## src/rtl/tod_xfer_pkg.sv

```systemverilog
package tod_xfer_pkg;

    localparam int MAX_CORES = 32;
    localparam int IDX_W     = 5;
    localparam int OFS_W     = 6;

    localparam logic [OFS_W-1:0] OFS_TARGET = 6'h27;
    localparam logic [OFS_W-1:0] OFS_MOVE   = 6'h17;
    localparam logic [11:0]      TB_REG_NUM = 12'h4A3;

    localparam int MODE_BIT = 28;
    localparam int GO_BIT   = 63;
    localparam int ADDR_LO  = 32;

    typedef logic [MAX_CORES-1:0][31:0] base_tbl_t;

    typedef struct packed {
        logic             valid;
        logic [IDX_W-1:0] idx;
    } target_t;

    typedef struct packed {
        target_t tgt;
        logic    err;
    } ctl_state_t;

    function automatic base_tbl_t default_bases();
        base_tbl_t tbl;
        for (int i = 0; i < MAX_CORES; i++) begin
            tbl[i] = 32'h2000_0000 + (32'(i) << 24);
        end
        return tbl;
    endfunction

endpackage

```

## src/rtl/tod_xfer_decode.sv

```systemverilog
module tod_xfer_decode
    import tod_xfer_pkg::*;
#(
    parameter int          NUM_CORES    = 4,
    parameter base_tbl_t   CORE_BASE    = default_bases(),
    parameter logic [31:0] CORE_PRESENT = 32'h0000_000B,
    parameter bit          IDX_MODE_EN  = 1'b1
) (
    input  logic [31:0] addr_i,
    input  logic        full_mode_i,
    output target_t     tgt_o
);

    logic [NUM_CORES-1:0] base_hit;
    logic                 reg_ok;
    logic [IDX_W-1:0]     idx_field;
    target_t              full_tgt;
    target_t              index_tgt;

    assign reg_ok    = (addr_i[11:0] == TB_REG_NUM);
    assign idx_field = addr_i[IDX_W-1:0];

    for (genvar g = 0; g < NUM_CORES; g++) begin : g_base_cmp
        assign base_hit[g] = CORE_PRESENT[g] && (CORE_BASE[g][31:12] == addr_i[31:12]);
    end

    always_comb begin
        full_tgt = '0;
        for (int g = NUM_CORES - 1; g >= 0; g--) begin
            if (base_hit[g]) begin
                full_tgt.valid = reg_ok;
                full_tgt.idx   = IDX_W'(g);
            end
        end
    end

    always_comb begin
        index_tgt.idx   = idx_field;
        index_tgt.valid = IDX_MODE_EN && (int'(idx_field) < NUM_CORES) && CORE_PRESENT[idx_field];
    end

    assign tgt_o = full_mode_i ? full_tgt : index_tgt;

    always_comb begin
        if (tgt_o.valid) begin
            AST_DEC_FITTED: assert (CORE_PRESENT[tgt_o.idx] && int'(tgt_o.idx) < NUM_CORES);
        end
    end

endmodule

```

## src/rtl/tod_xfer_gate.sv

```systemverilog
module tod_xfer_gate
    import tod_xfer_pkg::*;
#(
    parameter int NUM_CORES = 4
) (
    input  logic                 move_i,
    input  logic                 go_i,
    input  logic                 running_i,
    input  target_t              tgt_i,
    input  logic [NUM_CORES-1:0] ready_i,
    output logic                 accept_o,
    output logic [NUM_CORES-1:0] set_o
);

    logic [NUM_CORES-1:0] sel;
    logic                 sel_ready;

    for (genvar g = 0; g < NUM_CORES; g++) begin : g_sel
        assign sel[g] = tgt_i.valid && (tgt_i.idx == IDX_W'(g));
    end

    assign sel_ready = |(sel & ready_i);
    assign accept_o  = move_i && go_i && running_i && sel_ready;
    assign set_o     = accept_o ? sel : '0;

    always_comb begin
        AST_SET_ONEHOT: assert ($onehot0(set_o));
    end

endmodule

```

## src/rtl/tod_xfer_flags.sv

```systemverilog
module tod_xfer_flags #(
    parameter int NUM_CORES = 4
) (
    input  logic                 clk,
    input  logic                 rst_n,
    input  logic [NUM_CORES-1:0] set_i,
    input  logic [NUM_CORES-1:0] clr_i,
    output logic [NUM_CORES-1:0] flag_o
);

    for (genvar g = 0; g < NUM_CORES; g++) begin : g_flag
        logic flag_d;
        logic flag_q;

        always_comb begin
            flag_d = flag_q;
            if (clr_i[g]) flag_d = 1'b0;
            if (set_i[g]) flag_d = 1'b1;
        end

        always_ff @(posedge clk or negedge rst_n) begin
            if (!rst_n) flag_q <= 1'b0;
            else        flag_q <= flag_d;
        end

        assign flag_o[g] = flag_q;

        AST_CLR_DROPS: assert property (@(posedge clk) disable iff (!rst_n)
            (clr_i[g] && !set_i[g]) |=> !flag_q);
        AST_SET_WINS: assert property (@(posedge clk) disable iff (!rst_n)
            set_i[g] |=> flag_q);
    end

endmodule

```

## src/rtl/tod_xfer_target.sv

```systemverilog
module tod_xfer_target
    import tod_xfer_pkg::*;
#(
    parameter int          NUM_CORES    = 4,
    parameter base_tbl_t   CORE_BASE    = default_bases(),
    parameter logic [31:0] CORE_PRESENT = 32'h0000_000B,
    parameter bit          IDX_MODE_EN  = 1'b1
) (
    input  logic                 clk,
    input  logic                 rst_n,
    input  logic                 wr_en,
    input  logic [OFS_W-1:0]     wr_addr,
    input  logic [63:0]          wr_data,
    input  logic                 tod_running,
    input  logic [NUM_CORES-1:0] core_ready,
    input  logic [NUM_CORES-1:0] core_clr,
    output logic                 tgt_valid,
    output logic [IDX_W-1:0]     tgt_idx,
    output logic [NUM_CORES-1:0] sent,
    output logic                 err
);

    ctl_state_t           st_d;
    ctl_state_t           st_q;
    target_t              dec_tgt;
    logic                 tgt_wr;
    logic                 move_wr;
    logic                 accept;
    logic [NUM_CORES-1:0] set_vec;
    logic                 unused_bits;

    assign tgt_wr      = wr_en && (wr_addr == OFS_TARGET);
    assign move_wr     = wr_en && (wr_addr == OFS_MOVE);
    assign unused_bits = ^{wr_data[31:29], wr_data[27:0]};

    tod_xfer_decode #(
        .NUM_CORES   (NUM_CORES),
        .CORE_BASE   (CORE_BASE),
        .CORE_PRESENT(CORE_PRESENT),
        .IDX_MODE_EN (IDX_MODE_EN)
    ) u_decode (
        .addr_i     (wr_data[63:ADDR_LO]),
        .full_mode_i(wr_data[MODE_BIT]),
        .tgt_o      (dec_tgt)
    );

    tod_xfer_gate #(
        .NUM_CORES(NUM_CORES)
    ) u_gate (
        .move_i   (move_wr),
        .go_i     (wr_data[GO_BIT]),
        .running_i(tod_running),
        .tgt_i    (st_q.tgt),
        .ready_i  (core_ready),
        .accept_o (accept),
        .set_o    (set_vec)
    );

    tod_xfer_flags #(
        .NUM_CORES(NUM_CORES)
    ) u_flags (
        .clk   (clk),
        .rst_n (rst_n),
        .set_i (set_vec),
        .clr_i (core_clr),
        .flag_o(sent)
    );

    always_comb begin
        st_d     = st_q;
        st_d.err = 1'b0;
        if (tgt_wr) begin
            st_d.tgt = dec_tgt;
            st_d.err = !dec_tgt.valid;
        end else if (move_wr) begin
            st_d.err = !accept;
        end
    end

    always_ff @(posedge clk or negedge rst_n) begin
        if (!rst_n) st_q <= '0;
        else        st_q <= st_d;
    end

    assign tgt_valid = st_q.tgt.valid;
    assign tgt_idx   = st_q.tgt.idx;
    assign err       = st_q.err;

    AST_TGT_HOLD: assert property (@(posedge clk) disable iff (!rst_n)
        !tgt_wr |=> $stable(st_q.tgt));
    AST_ERR_CAUSE: assert property (@(posedge clk) disable iff (!rst_n)
        err |-> $past(tgt_wr || move_wr));
    AST_IDX_FITTED: assert property (@(posedge clk) disable iff (!rst_n)
        tgt_valid |-> (int'(tgt_idx) < NUM_CORES && CORE_PRESENT[tgt_idx]));
    AST_ONE_RISE: assert property (@(posedge clk) disable iff (!rst_n)
        $onehot0(sent & ~$past(sent)));
    AST_MOVE_NO_ERR: assert property (@(posedge clk) disable iff (!rst_n)
        accept |=> !err);

    for (genvar g = 0; g < NUM_CORES; g++) begin : g_chk
        AST_SENT_NEEDS_READY: assert property (@(posedge clk) disable iff (!rst_n)
            (sent[g] && !$past(sent[g])) |->
            $past(core_ready[g] && tod_running && tgt_valid && tgt_idx == IDX_W'(g)));
    end

endmodule

```

## config.mk

```make
export PLATFORM = sky130hd
export DESIGN_NAME = tod_xfer_target
export DESIGN_NICKNAME = d
export VERILOG_FILES = /design/src/rtl/tod_xfer_pkg.sv /design/src/rtl/tod_xfer_decode.sv /design/src/rtl/tod_xfer_gate.sv /design/src/rtl/tod_xfer_flags.sv /design/src/rtl/tod_xfer_target.sv
export SDC_FILE = /design/constraint.sdc
export NUM_CORES = 1
export LEC_CHECK = 0
export ABC_AREA = 0
export BUFFER_PORTS_ARGS = -buffer_cell sky130_fd_sc_hd__buf_2
export CAP_MARGIN = 20
export CORE_UTILIZATION = 28
export CTS_CLUSTER_DIAMETER = 120
export DETAILED_ROUTE_END_ITERATION = 10
export PLACE_DENSITY_LB_ADDON = 0.08
export SETUP_SLACK_MARGIN = 0.4
export SLEW_MARGIN = 20
export SYNTH_ARGS = -nofsm -noshare
export SYNTH_HDL_FRONTEND = slang
export SYNTH_SLANG_ARGS = --single-unit
```

## constraint.sdc

```tcl
create_clock -name clk -period 1.45 [get_ports clk]
set_clock_uncertainty 0.2 [all_clocks]
set_input_delay 0.29 -clock clk [delete_from_list [all_inputs] [get_ports clk]]
set_output_delay 0.29 -clock clk [all_outputs]
set_load 0.005 [all_outputs]
```

==> qor.tcl <==
set qor(io-pin-count) 93
set qor(timing_worst_setup_path_type) {register to register}
set qor(yosys.area_share.adder) 0
set qor(synth_enable_flop_cells) 0
set qor(synthFlopType) {sky130_fd_sc_hd__dfrtp_1}
set qor(drive_gt1_frac) 0.646
set qor(ys_seq_area_frac) 0.385
set qor(insertion_delay_ns) 0.27
set qor(setup_violations) 10
set qor(total_leakage_power_nw) 0.721
set qor(postSynthAreaPerCell_sq_um) 9.28
set qor(drtAntennaViolNets) 0
set qor(combinational_family_with_the_most_area_after_synthesis) {simple AND/OR/NAND/NOR gates}
set qor(hold_path_class) {primary input to register}
set qor(fp.dieArea_sq_mm) 0.00276
set qor(end_kind) {register}
set qor(gp_congestion) 0.731
set qor(dr.first_iter.drc_count) 3
set qor(run_status) {complete, but fails checks}
set qor(dr_total_vias) 913
set qor(min_period_over_period) 1.23
set qor(postSynthNetCount) 159
set qor(synth_compound_gate_area_share) 0.184
set qor(die_width_um) 52.5
set qor(grt_max_degree) 13
set qor(row_count) 17
set qor(setup.worst_path.start_class) {register}
set qor(dpl-instance-area_sq_mm) 0.00113
set qor(hold_start) {core_clr[2]}
set qor(drt-pass1-iter-count) 2
set qor(arrival_ns) 1.75
set qor(multiplexer_share_of_the_synthesized_area) 0.0315
set qor(die_h_um) 52.5
set qor(setup_repair_after_global_routing_missed_its_margin) {true}
set qor(ctsRootBufferMaster) {sky130_fd_sc_hd__clkbuf_4}
set qor(h-tree-depth) 1
set qor(final_hold_viol_count) 0
set qor(synth_cell_types) 34
set qor(failing_checks) {setup timing}
set qor(regToRegSetupSlack_ns) -0.33
set qor(vias_in_the_first_global_route) 918
set qor(cap_viol_max_count) 0
set qor(wl_per_cell_um) 11.6
set qor(num-nets-final) 247
set qor(cts_tree) {done}
set qor(numClockSinks) 11
set qor(timing.critical_path.required_ns) 1.42
set qor(time_the_final_worst_path_needs_with_i_o_delays_and_setup_ns) 1.78
set qor(yosys.area_share.xor_xnor) 0.0123
set qor(antenna_cells) 0
set qor(port-buffer-count) 61
set qor(viasPerCell) 4.76
set qor(postLayoutSetupSlackWorst_ns) -0.331
set qor(synthesis.area_sq_um) 714
set qor(drc_errors) 0
set qor(first_pass_grt_wire_length_um) 3630
set qor(clkSlewWorstSetupHoldPaths_ns) 0.07
set qor(wire_length_reported_by_the_detailed_router_um) 2240
set qor(fin_util) 0.615
set qor(worst_ir_drop_vdd_mv) 0.334
set qor(clk_path_buf_depth) 2
set qor(syn-instance-count) 77
set qor(worst_r2r_startpoint) {tgt_idx[2]}
set qor(crit_fanout) 3
set qor(critical_path.startpoint) {tgt_idx[2]}
set qor(fin_area_sq_mm) 0.00141
set qor(grt_antenna_before_repair) 0
set qor(register_bit_count_reported_by_yosys) 11
set qor(hpwlAfterDp_um) 1660
set qor(cts_buffers) 3
set qor(timing.max_slew.rel_slack) 0.755
set qor(fmax_mhz) 561
set qor(synth_simple_gate_area_frac) 0.287
set qor(final.hold.worst_slack_ns) 0.0142
set qor(area_delta_synth_final_pct) 97.9
set qor(worst_slew_pin_slew_ns) 0.358
set qor(coreArea_sq_mm) 0.00230
set qor(grt_overflow_total) 0
set qor(power.density_cell_area_mw_per_mm2) 560
set qor(timing_max_transition_violations_final) 0
set qor(global_route.usage.total) 0.181
set qor(num-fill-cells) 218
set qor(initial_utilization) 0.311
set qor(synth-async-reset-ratio) 1.00
set qor(post-layout-total-power_mw) 0.792
set qor(ys_warns) 0
where the power goes:
part	internal (mW)	switching, mW
Sequential	0.318	0.0112
Clock	0.106	0.103
Combinational	0.163	0.0891
Total	0.588	0.204
worst paths after layout:
kind | to | cells past startpoint
setup / recovery | u_flags.g_flag[1].flag_q | 4
hold / removal | u_flags.g_flag[2].flag_q | 2
setup reg to reg | u_flags.g_flag[1].flag_q | 4
hold reg to reg | u_flags.g_flag[3].flag_q | 2
max in group asynchronous | err | 2
min in group asynchronous | u_flags.g_flag[2].flag_q | 2
sequential cells by signal (all words and copies together) (netlist names):
name                   cells
tgt_idx                    5
u_flags.g_flag.flag_q      4
err                        1
tgt_valid                  1
cell type report:
class	instances	area [sq um]	area share
Clock buffer	4	26.3	0.0186
Inverter	10	37.5	0.0265
Multi-Input combinational cell	51	435	0.308
Sequential cell	11	275	0.195
Tap cell	28	35.0	0.0248
Timing Repair Buffer	88	604	0.427
cells in the mapped netlist, types with 2 or more instances:
library cell	number	share of area
sky130_fd_sc_hd__inv_1	10	0.053
sky130_fd_sc_hd__dfrtp_1	11	0.39
sky130_fd_sc_hd__nor4bb_1	2	0.028
sky130_fd_sc_hd__buf_4	4	0.042
sky130_fd_sc_hd__o32ai_1	2	0.025
sky130_fd_sc_hd__o21ai_0	4	0.028
sky130_fd_sc_hd__and4b_1	2	0.028
sky130_fd_sc_hd__nand2_1	13	0.068
sky130_fd_sc_hd__or3_1	2	0.018
sky130_fd_sc_hd__o22ai_1	2	0.018
sky130_fd_sc_hd__nor2b_1	2	0.018
critical path, stage by stage, from the launching register on:
cell,delay [ns]
sky130_fd_sc_hd__dfrtp_1,0.40
sky130_fd_sc_hd__nor4b_2,0.32
sky130_fd_sc_hd__nand4_1,0.17
sky130_fd_sc_hd__or3_4,0.38
sky130_fd_sc_hd__o32ai_4,0.21
stage by stage:
step / setup TNS, ns / instances / setup WS [ns]
after floorplan: -1.16 / 77 / -0.262
after global placement: -2.50 / 175 / -0.421
after detailed placement: -2.67 / 175 / -0.443
after CTS: -1.70 / 187 / -0.329
after global routing: -2.09 / 192 / -0.369
final: -1.73 / 192 / -0.331
per-layer routing:
| layer | GRT usage | part of all wire |
|---|---|---|
| met5 | 0 | 0 |
| met4 | 0.105 | 0.026 |
| met3 | 0.0174 | 0.060 |
| met2 | 0.350 | 0.54 |
| met1 | 0.184 | 0.37 |
layout by cell type, fill, tap and decap left out:
master                          count
sky130_fd_sc_hd__nand4b_1           1
sky130_fd_sc_hd__o21ai_1            5
sky130_fd_sc_hd__nand2b_1           1
sky130_fd_sc_hd__o22ai_2            2
sky130_fd_sc_hd__nor4_4             1
sky130_fd_sc_hd__mux4_2             1
sky130_fd_sc_hd__buf_6             19
sky130_fd_sc_hd__or4_4              1
sky130_fd_sc_hd__nand4_1            1
sky130_fd_sc_hd__a2111oi_0          1
sky130_fd_sc_hd__or3_4              2
sky130_fd_sc_hd__clkbuf_1           1
sky130_fd_sc_hd__xor2_1             1
sky130_fd_sc_hd__dfrtp_1           11
sky130_fd_sc_hd__and4b_1            2
sky130_fd_sc_hd__nor2b_1            2
sky130_fd_sc_hd__a21oi_2            1
sky130_fd_sc_hd__a32oi_1            1
sky130_fd_sc_hd__buf_4             14
sky130_fd_sc_hd__nor4b_2            1
sky130_fd_sc_hd__nand2_1           11
sky130_fd_sc_hd__or4_1              1
sky130_fd_sc_hd__o32ai_2            1
sky130_fd_sc_hd__nand2_2            2
sky130_fd_sc_hd__buf_2             53
sky130_fd_sc_hd__a31o_2             1
sky130_fd_sc_hd__dlygate4sd3_1      2
sky130_fd_sc_hd__o21ba_2            1
sky130_fd_sc_hd__nor4bb_1           2
sky130_fd_sc_hd__nor2_1             1
sky130_fd_sc_hd__nor4_1             1
sky130_fd_sc_hd__inv_1             10
sky130_fd_sc_hd__nand3_1            1
sky130_fd_sc_hd__and2_1             1
sky130_fd_sc_hd__o31ai_2            1
sky130_fd_sc_hd__clkbuf_4           3
sky130_fd_sc_hd__o32ai_4            1
sky130_fd_sc_hd__a41oi_2            1
sky130_fd_sc_hd__o211a_1            1
cells by family after synthesis:
| group | after synthesis |
|---|---|
| xor gates and xnor gates | 1 |
| muxes | 1 |
| DFF | 11 |
| buffers and inverters | 15 |
| and+or+nand+nor | 32 |
| AOI/OAI and AO/OA | 17 |
what timing repair did:
item	4_1_cts	5_1_grt
hold buffers	2	0
resized for setup	23	7
hold endpoints to repair	13	0
endpoints found under the setup margin	22	22
pin swaps	4	5
setup buffers	6	5
No activity file was read; power rests on OpenSTA's default activity.
